## src/rtl/pwrseq_pkg.sv

```systemverilog
package pwrseq_pkg;

    localparam int NUM_RAILS = 5;

    typedef enum logic [7:0] {
        SQ_MAIN_ON    = 8'h00,
        SQ_IO_ON      = 8'h01,
        SQ_DET_ON     = 8'h02,
        SQ_CORE_ON    = 8'h03,
        SQ_MPU_ON     = 8'h04,
        SQ_RST_REL    = 8'h05,
        SQ_ID_RX      = 8'h06,
        SQ_MODE_CMD   = 8'h07,
        SQ_PROG_LOAD  = 8'h08,
        SQ_BOOTING    = 8'h09,
        SQ_RUNNING    = 8'h0A,
        SQ_IDLE       = 8'h0B,
        SQ_OFF_DONE   = 8'h0C,
        SQ_TO_ID      = 8'h0D,
        SQ_TO_MODE    = 8'h0E,
        SQ_TO_LOAD    = 8'h0F,
        SQ_TO_BOOT    = 8'h10,
        SQ_TO_RUN     = 8'h11,
        SQ_OFF_ESTOP  = 8'h13,
        SQ_OFF_DROP   = 8'h14,
        SQ_OFF_PARITY = 8'h15,
        SQ_OFF_OVF    = 8'h16,
        SQ_OFF_UNEXP  = 8'h17
    } seq_state_e;

endpackage

```

## src/rtl/pwrseq_counter.sv

```systemverilog
module pwrseq_counter #(
    parameter int W = 8
) (
    input  logic         clk,
    input  logic         rst_n,
    input  logic         clr_i,
    input  logic         inc_i,
    output logic [W-1:0] cnt_o
);

    always_ff @(posedge clk or negedge rst_n) begin
        if (!rst_n) begin
            cnt_o <= '0;
        end else if (clr_i) begin
            cnt_o <= '0;
        end else if (inc_i && (cnt_o != {W{1'b1}})) begin
            cnt_o <= cnt_o + W'(1);
        end
    end

endmodule

```

## src/rtl/pwrseq_snapshot.sv

```systemverilog
module pwrseq_snapshot #(
    parameter int SEC_W = 16
) (
    input  logic             clk,
    input  logic             rst_n,
    input  logic             active_i,
    input  logic             tick_i,
    input  logic [SEC_W-1:0] target_i,
    output logic             strobe_o
);

    logic [SEC_W-1:0] secs_q;
    logic             fired_q;

    assign strobe_o = active_i && !fired_q && (secs_q == target_i);

    always_ff @(posedge clk or negedge rst_n) begin
        if (!rst_n) begin
            secs_q  <= '0;
            fired_q <= 1'b0;
        end else if (!active_i) begin
            secs_q  <= '0;
            fired_q <= 1'b0;
        end else begin
            if (tick_i && (secs_q != {SEC_W{1'b1}})) begin
                secs_q <= secs_q + SEC_W'(1);
            end
            if (strobe_o) begin
                fired_q <= 1'b1;
            end
        end
    end

    AST_SNAP_SINGLE: assert property (@(posedge clk) disable iff (!rst_n)
        strobe_o |=> !strobe_o);

endmodule

```

## src/rtl/pwr_sequencer.sv

```systemverilog
module pwr_sequencer
    import pwrseq_pkg::*;
#(
    parameter int STEP_CYCLES    = 16,
    parameter int ID_BYTES       = 58,
    parameter int ID_TIMEOUT_S   = 2,
    parameter int MODE_TIMEOUT_S = 2,
    parameter int LOAD_TIMEOUT_S = 10,
    parameter int BOOT_TIMEOUT_S = 5,
    parameter int SEC_W          = 16
) (
    input  logic                 clk,
    input  logic                 rst_n,
    input  logic                 start_i,
    input  logic                 indefinite_i,
    input  logic [SEC_W-1:0]     run_limit_i,
    input  logic [SEC_W-1:0]     sample_point_i,
    input  logic                 stop_i,
    input  logic                 sec_tick_i,
    input  logic                 rx_byte_i,
    input  logic                 mode_ack_i,
    input  logic                 load_done_i,
    input  logic                 sw_up_i,
    input  logic                 done_i,
    input  logic                 estop_i,
    input  logic                 parity_err_i,
    input  logic                 rx_overflow_i,
    input  logic                 dropout_i,
    output logic [NUM_RAILS-1:0] rails_o,
    output logic                 reset_n_o,
    output logic [7:0]           state_code_o,
    output logic                 snap_o
);

    localparam int STEP_W = $clog2(STEP_CYCLES + 1);
    localparam int BYTE_W = $clog2(ID_BYTES + 1);
    localparam logic [STEP_W-1:0] STEP_LAST = STEP_W'(STEP_CYCLES - 1);
    localparam logic [BYTE_W-1:0] BYTE_LAST = BYTE_W'(ID_BYTES - 1);
    localparam logic [SEC_W-1:0]  LIM_ID    = SEC_W'(ID_TIMEOUT_S);
    localparam logic [SEC_W-1:0]  LIM_MODE  = SEC_W'(MODE_TIMEOUT_S);
    localparam logic [SEC_W-1:0]  LIM_LOAD  = SEC_W'(LOAD_TIMEOUT_S);
    localparam logic [SEC_W-1:0]  LIM_BOOT  = SEC_W'(BOOT_TIMEOUT_S);

    seq_state_e state_q, state_d;

    logic [STEP_W-1:0] step_cnt;
    logic [BYTE_W-1:0] byte_cnt;
    logic [SEC_W-1:0]  sec_cnt;
    logic [SEC_W-1:0]  run_lim_q;
    logic [SEC_W-1:0]  sample_q;
    logic              indef_q;

    logic powered, in_boot, phase_change, step_done, snap_active, accept_start;

    function automatic logic expired(input logic [SEC_W-1:0] cnt,
                                     input logic [SEC_W-1:0] lim);
        return ({1'b0, cnt} + (SEC_W+1)'(1)) >= {1'b0, lim};
    endfunction

    assign powered      = (state_q < SQ_IDLE);
    assign in_boot      = (state_q >= SQ_ID_RX) && (state_q <= SQ_BOOTING);
    assign phase_change = (state_d != state_q);
    assign step_done    = (step_cnt == STEP_LAST);
    assign snap_active  = (state_q >= SQ_RST_REL) && (state_q <= SQ_RUNNING);
    assign accept_start = !powered && (state_d == SQ_MAIN_ON);

    // Cycle counter for rail steps
    pwrseq_counter #(.W(STEP_W)) u_step_cnt (
        .clk   (clk),
        .rst_n (rst_n),
        .clr_i (phase_change),
        .inc_i (1'b1),
        .cnt_o (step_cnt)
    );

    // Second counter for phase timeouts
    pwrseq_counter #(.W(SEC_W)) u_sec_cnt (
        .clk   (clk),
        .rst_n (rst_n),
        .clr_i (phase_change),
        .inc_i (sec_tick_i),
        .cnt_o (sec_cnt)
    );

    // ID byte counter
    pwrseq_counter #(.W(BYTE_W)) u_byte_cnt (
        .clk   (clk),
        .rst_n (rst_n),
        .clr_i (phase_change),
        .inc_i (rx_byte_i && (state_q == SQ_ID_RX)),
        .cnt_o (byte_cnt)
    );

    pwrseq_snapshot #(.SEC_W(SEC_W)) u_snap (
        .clk      (clk),
        .rst_n    (rst_n),
        .active_i (snap_active),
        .tick_i   (sec_tick_i),
        .target_i (sample_q),
        .strobe_o (snap_o)
    );

    // Next-state selection: normal flow first, then overrides in rising priority
    always_comb begin
        state_d = state_q;
        unique case (state_q)
            SQ_MAIN_ON:   if (step_done) state_d = SQ_IO_ON;
            SQ_IO_ON:     if (step_done) state_d = SQ_DET_ON;
            SQ_DET_ON:    if (step_done) state_d = SQ_CORE_ON;
            SQ_CORE_ON:   if (step_done) state_d = SQ_MPU_ON;
            SQ_MPU_ON:    if (step_done) state_d = SQ_RST_REL;
            SQ_RST_REL:   if (step_done) state_d = SQ_ID_RX;
            SQ_ID_RX: begin
                if (sec_tick_i && expired(sec_cnt, LIM_ID)) state_d = SQ_TO_ID;
                else if (rx_byte_i && (byte_cnt == BYTE_LAST)) state_d = SQ_MODE_CMD;
            end
            SQ_MODE_CMD: begin
                if (sec_tick_i && expired(sec_cnt, LIM_MODE)) state_d = SQ_TO_MODE;
                else if (mode_ack_i) state_d = SQ_PROG_LOAD;
            end
            SQ_PROG_LOAD: begin
                if (sec_tick_i && expired(sec_cnt, LIM_LOAD)) state_d = SQ_TO_LOAD;
                else if (load_done_i) state_d = SQ_BOOTING;
            end
            SQ_BOOTING: begin
                if (sec_tick_i && expired(sec_cnt, LIM_BOOT)) state_d = SQ_TO_BOOT;
                else if (sw_up_i) state_d = SQ_RUNNING;
            end
            SQ_RUNNING: begin
                if (!indef_q && sec_tick_i && expired(sec_cnt, run_lim_q)) state_d = SQ_TO_RUN;
                else if (done_i) state_d = SQ_OFF_DONE;
            end
            SQ_IDLE, SQ_OFF_DONE, SQ_TO_ID, SQ_TO_MODE, SQ_TO_LOAD, SQ_TO_BOOT,
            SQ_TO_RUN, SQ_OFF_ESTOP, SQ_OFF_DROP, SQ_OFF_PARITY, SQ_OFF_OVF,
            SQ_OFF_UNEXP: begin
                if (start_i) state_d = SQ_MAIN_ON;
            end
            default: state_d = SQ_IDLE;
        endcase

        if (stop_i) state_d = SQ_IDLE;
        if (rx_byte_i && ((state_q == SQ_MODE_CMD) || (state_q == SQ_PROG_LOAD)))
            state_d = SQ_OFF_UNEXP;
        if (rx_overflow_i && in_boot) state_d = SQ_OFF_OVF;
        if (parity_err_i && in_boot)  state_d = SQ_OFF_PARITY;
        if (estop_i && powered)       state_d = SQ_OFF_ESTOP;
        if (dropout_i)                state_d = SQ_OFF_DROP;
    end

    // State register and start-time latches
    always_ff @(posedge clk or negedge rst_n) begin
        if (!rst_n) begin
            state_q   <= SQ_IDLE;
            run_lim_q <= '0;
            sample_q  <= '0;
            indef_q   <= 1'b0;
        end else begin
            state_q <= state_d;
            if (accept_start) begin
                run_lim_q <= run_limit_i;
                sample_q  <= sample_point_i;
                indef_q   <= indefinite_i;
            end
        end
    end

    // Moore outputs
    always_comb begin
        rails_o      = '0;
        reset_n_o    = 1'b0;
        state_code_o = state_q;
        unique case (state_q)
            SQ_MAIN_ON:  rails_o = 5'b00001;
            SQ_IO_ON:    rails_o = 5'b00011;
            SQ_DET_ON:   rails_o = 5'b00111;
            SQ_CORE_ON:  rails_o = 5'b01111;
            SQ_MPU_ON:   rails_o = 5'b11111;
            SQ_RST_REL, SQ_ID_RX, SQ_MODE_CMD, SQ_PROG_LOAD, SQ_BOOTING,
            SQ_RUNNING: begin
                rails_o   = 5'b11111;
                reset_n_o = 1'b1;
            end
            default: begin
                rails_o   = '0;
                reset_n_o = 1'b0;
            end
        endcase
    end

    AST_OFF_DARK: assert property (@(posedge clk) disable iff (!rst_n)
        (state_code_o >= 8'h0B) |-> (rails_o == '0 && !reset_n_o));

    AST_START_FROM_OFF: assert property (@(posedge clk) disable iff (!rst_n)
        (state_code_o == 8'h00 && $past(state_code_o) != 8'h00)
            |-> ($past(state_code_o) >= 8'h0B));

    AST_DROP_WINS: assert property (@(posedge clk) disable iff (!rst_n)
        dropout_i |=> (state_code_o == 8'h14));

    AST_ESTOP_OFF: assert property (@(posedge clk) disable iff (!rst_n)
        (estop_i && !dropout_i && state_code_o < 8'h0B) |=> (state_code_o == 8'h13));

    AST_RAIL_ORDER: assert property (@(posedge clk) disable iff (!rst_n)
        rails_o[4] |-> rails_o[3]);

    AST_RESET_RAILS: assert property (@(posedge clk) disable iff (!rst_n)
        reset_n_o |-> (rails_o == 5'b11111));

endmodule

```

## config.mk

```make
export PLATFORM = sky130hd
export DESIGN_NAME = pwr_sequencer
export DESIGN_NICKNAME = d
export VERILOG_FILES = /design/src/rtl/pwrseq_pkg.sv /design/src/rtl/pwrseq_counter.sv /design/src/rtl/pwrseq_snapshot.sv /design/src/rtl/pwr_sequencer.sv
export SDC_FILE = /design/constraint.sdc
export NUM_CORES = 1
export LEC_CHECK = 0
export BUFFER_PORTS_ARGS = -buffer_cell sky130_fd_sc_hd__clkbuf_2
export CORE_ASPECT_RATIO = 1.4
export CORE_UTILIZATION = 35
export CTS_CLUSTER_SIZE = 10
export DETAILED_ROUTE_END_ITERATION = 8
export SYNTH_ARGS = -nofsm -noshare
export SYNTH_HDL_FRONTEND = slang
export SYNTH_SLANG_ARGS = --single-unit
```

## constraint.sdc

```tcl
create_clock -name clk -period 4.44 [get_ports clk]
set_input_delay 0 -clock clk [delete_from_list [all_inputs] [get_ports clk]]
set_output_delay 0 -clock clk [all_outputs]
set_load 0.02 [all_outputs]
```

==> results of run 1 <==
[cells by family (layout without fill, tap and decap cells)]
| logic type | count (synthesis) | after routing | share of synthesized area |
|---|---|---|---|
| xor+xnor | 68 | 69 | 0.0972 |
| compound gates | 108 | 108 | 0.129 |
| mux | 37 | 37 | 0.0653 |
| other cells | 1 | 3 | 0.000593 |
| fa+ha+maj | 24 | 24 | 0.0473 |
| buf+inv | 71 | 172 | 0.0562 |
| flops | 85 | 85 | 0.337 |
| simple gates | 282 | 282 | 0.268 |
[metrics by stage]
stage          power [W]  worst slack (ns)
3_3_place_gp     0.00139             0.225
5_1_grt          0.00235            0.0270
6_report         0.00222             0.279
3_5_place_dp     0.00140             0.126
4_1_cts          0.00225            0.0483
2_1_floorplan    0.00126             0.633
[timing repair]
action	in CTS	in global routing
hold buffers	35	0
gates resized for setup	0	1
hold endpoints to repair	68	0
endpoints found under the setup margin	0	27
[per-layer routing]
layer,vias to the layer above,routed length [microns],GRT usage
met1,2606,7080,0.228
met3,24,598,0.0184
met2,146,8380,0.325
li1,2653,-,-
met5,-,0,0
met4,0,365,0.0697
[registers in the layout, summed over array words and instances, names as in the netlist]
register,count
u_snap.fired_q,1
u_step_cnt.cnt_o,5
state_code_o,8
u_snap.secs_q,16
u_byte_cnt.cnt_o,6
sample_q,16
u_sec_cnt.cnt_o,16
indef_q,1
run_lim_q,16
[final timing paths]
kind,endpoint,cells past startpoint
setup / recovery,sample_q[7]$_DFFE_PN0P_,15
hold / removal,state_code_o[1]$_DFF_PN1_,3
setup reg to reg,sample_q[7]$_DFFE_PN0P_,15
hold reg to reg,run_lim_q[4]$_DFFE_PN0P_,1
max in group asynchronous,run_lim_q[0]$_DFFE_PN0P_,3
min in group asynchronous,run_lim_q[1]$_DFFE_PN0P_,2
[final cells by class]
class                           count  share of cell area
Inverter                           34              0.0168
Tap cell                          236              0.0388
Timing Repair Buffer              122               0.115
Clock buffer                       10              0.0314
Clock inverter                      6             0.00986
Multi-Input combinational cell    523               0.508
Sequential cell                    85               0.280
[power by group through the flow]
stage,registers (W),clock network (W),logic [W]
final,0.000967,0.000808,0.000446
after global routing,0.000987,0.000861,0.000498
after CTS,0.000968,0.000835,0.000445
after detailed placement,0.000984,0,0.000415
after global placement,0.000979,0,0.000413
after floorplan,0.000955,0,0.000308
[worst register-to-register path, cell delays in order, from the launching register on]
cell and delay [ns]:
dfrtp_1 0.50, ha_1 0.27, and3_1 0.20, nand3_1 0.14, xnor2_1 0.16, ha_1 0.30
nand4_1 0.12, nor2_1 0.18, a211oi_1 0.10, and4_1 0.22, or4_4 0.50, buf_4 0.17
a31oi_2 0.22, nor4b_4 0.31, buf_12 0.26, mux2_1 0.38
[layout by cell type, fill, tap and decap left out, types with 25 or more instances in the layout]
| master | synthesis | routed |
|---|---|---|
| dfrtp_1 | 82 | 82 |
| buf_4 | 0 | 25 |
| dlygate4sd3_1 | 0 | 35 |
| clkbuf_2 | 1 | 60 |
| inv_1 | 33 | 33 |
| nand2_1 | 70 | 70 |
| nor4_2 | 26 | 26 |
| xnor2_1 | 36 | 36 |
| xor2_1 | 31 | 31 |
| nor2_1 | 50 | 50 |
| mux2_1 | 25 | 25 |
==> out/metrics.csv, run 1 <==
metric;value;unit
routed-via-count;5429;
synth_edf_count;0;
path_cells;ha_1 > and3_1 > nand3_1 > xnor2_1 > ha_1 > nand4_1 > nor2_1 > a211oi_1 > and4_1 > or4_4 > buf_4 > a31oi_2 > nor4b_4 > buf_12 > mux2_1;
irDropWorstVdd;0.000166;V
seqCellArea;0.00213;sq mm
first_pass_iters;5;
drive_gt1_frac;0.213;
synth_flop_cell;dfrtp_1;
crit_top_cell;ha_1;
fmax;240;MHz
synth_commonest_cells;dfrtp_1, nand2_1, nor2_1;
seqPwrFrac;0.435;
hold_path_startpoint;estop_i;
power-per-cell-area;292;mW/mm^2
slowest_stage;dfrtp_1;
synth_most_common_cell;dfrtp_1;
relSlewSlack;0.267;
crit_type;register to register;
die_y;161;microns
grt_overflow;0;
drtIter0Drc;387;
antennaDiodeCount;0;
yosys_warnings;0;
utilization;0.434;
placed_area;0.00693;sq mm
p_switching;0.000668;W
drc;0;
syn_avg_cell_area;9.35;sq um
grtUsageTotal;0.184;
worst-path-max-fanout;33;
maxCapViolCount;0;
grt_pass1_wl;27.1;mm
grt_max_degree;53;
io_pins;62;
synth_seq_area_share;0.337;
io_buffers;61;
clock_latency;0.34;ns
setup_viol;0;
holdWs;0.0191;ns
rr_startpoint;u_sec_cnt.cnt_o[0]$_DFFE_PN0P_;
cts_buffers;9;
clk_pin_slew_worst_paths;0.07;ns
worstMarginPinSlew;1.10;ns
cp-start-kind;register;
grt_pass1_vias;5477;
gp_congestion;0.912;
hpwl;11.8;mm
crit_required;4.66;ns
synth_top_area_cell;dfrtp_1;
critPathBufInv;2;
finalMaxSlewViolations;0;
rsz0062_at_grt;no;
p_leak;3.25;nW
cts_max_level;3;
p_sw_frac;0.301;
wl;16.4;mm
ys_seq_elements;85;
async_flop_share;1.00;
postCtsSetupRepairBufs;0;
dieArea;0.0186;sq mm
cp-end-kind;register;
start_util;0.360;
avgViaCountPerCell;5.34;
totalNegativeSetupSlack;0;ns
clk_path_buf_depth;2;
internal_power;0.00155;W
crit_arrival;4.39;ns
hold_viol_final;0;
dp_cells;964;
skew;0.00819;ns
core;0.0175;sq mm
cp_top_family;simple AND/OR/NAND/NOR gates;
multi_input_area;0.00387;sq mm
synth.area.top_cells;dfrtp_1, nor4_2, xnor2_1;
antenna_found_initial;0;
cts_tree;built;
area_delta_synth_final;20.5;%
root_buffer;clkbuf_16;
clkSinkCount;85;
fin_cells;1016;
avgRoutedWirePerCell;16.2;microns
hp-class;input pin to register;
final_antenna_net_count;0;
yosys.area.top_type_share;0.325;
status;completed;
num_rows;57;
yosysUniqueCellTypes;85;
num-fill-cells;1807;
max_stage_delay;0.50;ns
clockPowerShare;0.364;
fin_crit_sh;0.937;
final_cell_area;0.00762;sq mm
critPathLaunch;u_sec_cnt.cnt_o[0]$_DFFE_PN0P_;
layout.nets;845;
r2r_slack;0.28;ns
die-width;116;microns
synthCells;676;
pwr-share-comb;0.201;
mappedNetlistArea;0.00632;sq mm
period_minus_slack;4.16;ns
(Power assumes the default switching activity.)
==> run 2, diff against run 1 <==
--- a/config.mk
+++ b/config.mk
@@ -10,6 +10,7 @@
 export CORE_UTILIZATION = 35
 export CTS_CLUSTER_SIZE = 10
 export DETAILED_ROUTE_END_ITERATION = 8
+export REMOVE_ABC_BUFFERS = 1
 export SYNTH_ARGS = -nofsm -noshare
 export SYNTH_HDL_FRONTEND = slang
 export SYNTH_SLANG_ARGS = --single-unit
==> out/metrics.csv, run 2 (synthesized netlist as in run 1, its figures left out) <==
metric;value;unit;change
status;completed;;
postCtsSetupRepairBufs;0;;unchanged
utilization;0.437;;+0.00235
r2r_cells;14;;-1
hpwl;12.2;mm;+3.9%
core;0.0175;sq mm;unchanged
crit_type;register to register;;
drc;0;;unchanged
crit_arrival;4.41;ns;+0.02 ns
layout.cells.most_common;dfrtp_1;;
r2r_slack;0.26;ns;-0.02 ns
io_pins;62;;unchanged
period_minus_slack;4.18;ns;+0.0171 ns
critPathLaunch;u_sec_cnt.cnt_o[0]$_DFFE_PN0P_;;
fin_cells;1021;;+0.49%
finalMaxSlewViolations;0;;unchanged
dp_cells;968;;+0.41%
critPathCapture;sample_q[1]$_DFFE_PN0P_;;
first_pass_iters;5;;unchanged
crit_top_cell;buf_4;;
seqPwrFrac;0.429;;-0.006
worst_r2r_endpoint;sample_q[1]$_DFFE_PN0P_;;
grt_pass1_vias;5435;;-0.77%
layout_common_cells;dfrtp_1, nand2_1, clkbuf_2, nor2_1;;
area_delta_synth_final;21.1;%;
skew;0.00998;ns;+0.00179 ns
io_buffers;61;;unchanged
p_switching;0.000666;W;-0.31%
grt_overflow;0;;unchanged
power-per-cell-area;295;mW/mm^2;+1.3%
worstMarginPinSlew;1.10;ns;+0.00855 ns
crit_cells;14;;-1
path_cells;nand4_1 > nor3_2 > xor2_1 > ha_1 > inv_1 > nor2_1 > a211oi_1 > and4_1 > or4_4 > buf_4 > a31oi_2 > nor4b_4 > buf_4 > mux2_2;;
p_sw_frac;0.294;;-0.00625
die_y;161;microns;unchanged
antennaDiodeCount;0;;unchanged
grt_pass1_wl;27.2;mm;+0.10%
irDropWorstVdd;0.000186;V;+11%
max_stage_delay;0.51;ns;about the same
layout.nets;850;;+0.59%
routed-via-count;5482;;+0.98%
num-fill-cells;1788;;-1.1%
cts_tree;built;;
dieArea;0.0186;sq mm;unchanged
relSlewSlack;0.262;;-0.00572
die-width;116;microns;unchanged
num_rows;57;;unchanged
fin_crit_sh;0.941;;+0.00384
hp-class;input pin to register;;
slowest_stage;or4_4;;
fmax;239;MHz;-0.41%
drive_gt1_frac;0.217;;+0.00374
pwr-share-comb;0.200;;about the same
gp_congestion;0.906;;-0.65%
clk_path_buf_depth;2;;unchanged
hold_viol_final;0;;unchanged
critPathBufInv;3;;+1
clk_pin_slew_worst_paths;0.07;ns;about the same
seqCellArea;0.00213;sq mm;unchanged
clock_latency;0.35;ns;about the same
grtUsageTotal;0.187;;+0.00309
setup_viol;0;;unchanged
clkSinkCount;85;;unchanged
multi_input_area;0.00387;sq mm;unchanged
cp_top_family;simple AND/OR/NAND/NOR gates;;
totalNegativeSetupSlack;0;ns;unchanged
pre_cts_slack;0.144;ns;+0.0183 ns
start_util;0.360;;unchanged
grt_max_degree;49;;-7.5%
wl;16.9;mm;+2.8%
antenna_found_initial;0;;unchanged
internal_power;0.00160;W;+2.7%
maxCapViolCount;0;;unchanged
rsz0062_at_grt;no;;
cts_max_level;3;;unchanged
crit_required;4.67;ns;about the same
rr_startpoint;u_sec_cnt.cnt_o[0]$_DFFE_PN0P_;;
cp-end-kind;register;;
avgRoutedWirePerCell;16.5;microns;+2.3%
cts_buffers;9;;unchanged
worst-path-max-fanout;20;;-39%
root_buffer;clkbuf_16;;
p_leak;3.27;nW;+0.78%
cp-start-kind;register;;
avgViaCountPerCell;5.37;;+0.48%
clockPowerShare;0.371;;+0.007
finalWorstSetupSlack;0.262;ns;-0.0171 ns
holdWs;0.106;ns;+0.0866 ns
final_antenna_net_count;0;;unchanged
drtIter0Drc;420;;+8.5%
-- run 2: power groups by stage --
stage / Combinational [W] / Sequential (W) / Clock, W
after floorplan: 0.000278 / 0.000966 / 0
after global placement: 0.000416 / 0.000982 / 0
after detailed placement: 0.000424 / 0.000986 / 0
after CTS: 0.000451 / 0.000970 / 0.000865
after global routing: 0.000505 / 0.000988 / 0.000891
final: 0.000453 / 0.000970 / 0.000839
-- run 2: cell type report --
class                           instances  area share
Multi-Input combinational cell        523       0.505
Timing Repair Buffer                  127       0.118
Clock inverter                          7      0.0134
Sequential cell                        85       0.278
Inverter                               34      0.0167
Tap cell                              236      0.0386
Clock buffer                            9      0.0294
-- run 2: worst min path at each step --
stage,cells after the start,to,startpoint
2_1_floorplan,0,indef_q$_DFFE_PN0P_,rst_n
3_3_place_gp,1,run_lim_q[7]$_DFFE_PN0P_,rst_n
3_5_place_dp,1,run_lim_q[7]$_DFFE_PN0P_,rst_n
4_1_cts,4,state_code_o[0]$_DFF_PN1_,rx_overflow_i
5_1_grt,4,state_code_o[0]$_DFF_PN1_,rx_overflow_i
6_report,4,state_code_o[0]$_DFF_PN1_,rx_overflow_i
-- run 2: through the flow --
stage	power [W]	cell area (sq um)
floorplan	0.00124	6100
global placement	0.00140	6940
detailed placement	0.00141	6940
CTS	0.00229	7630
global route	0.00238	7660
finish	0.00226	7660
-- run 2: worst reg2reg max path, stage by stage, from the launching register on --
cell	delay, ns
dfrtp_1	0.48
nand4_1	0.28
nor3_2	0.45
xor2_1	0.13
ha_1	0.31
inv_1	0.04
nor2_1	0.15
a211oi_1	0.09
and4_1	0.20
or4_4	0.51
buf_4	0.17
a31oi_2	0.23
nor4b_4	0.28
buf_4	0.36
mux2_2	0.40
-- run 2: metal layers --
layer	up-vias	global-route usage	part of all wire
met5	-	0	0
met4	0	0.0685	0.021
met3	31	0.0244	0.030
met2	137	0.347	0.53
met1	2666	0.215	0.42
li1	2648	-	-
-- run 2: repair_timing --
action / 4_1_cts / 5_1_grt
hold buffers: 36 / 0
gates resized for setup: 0 / 1
setup endpoints to repair: 0 / 27
hold endpoints to repair: 69 / 0
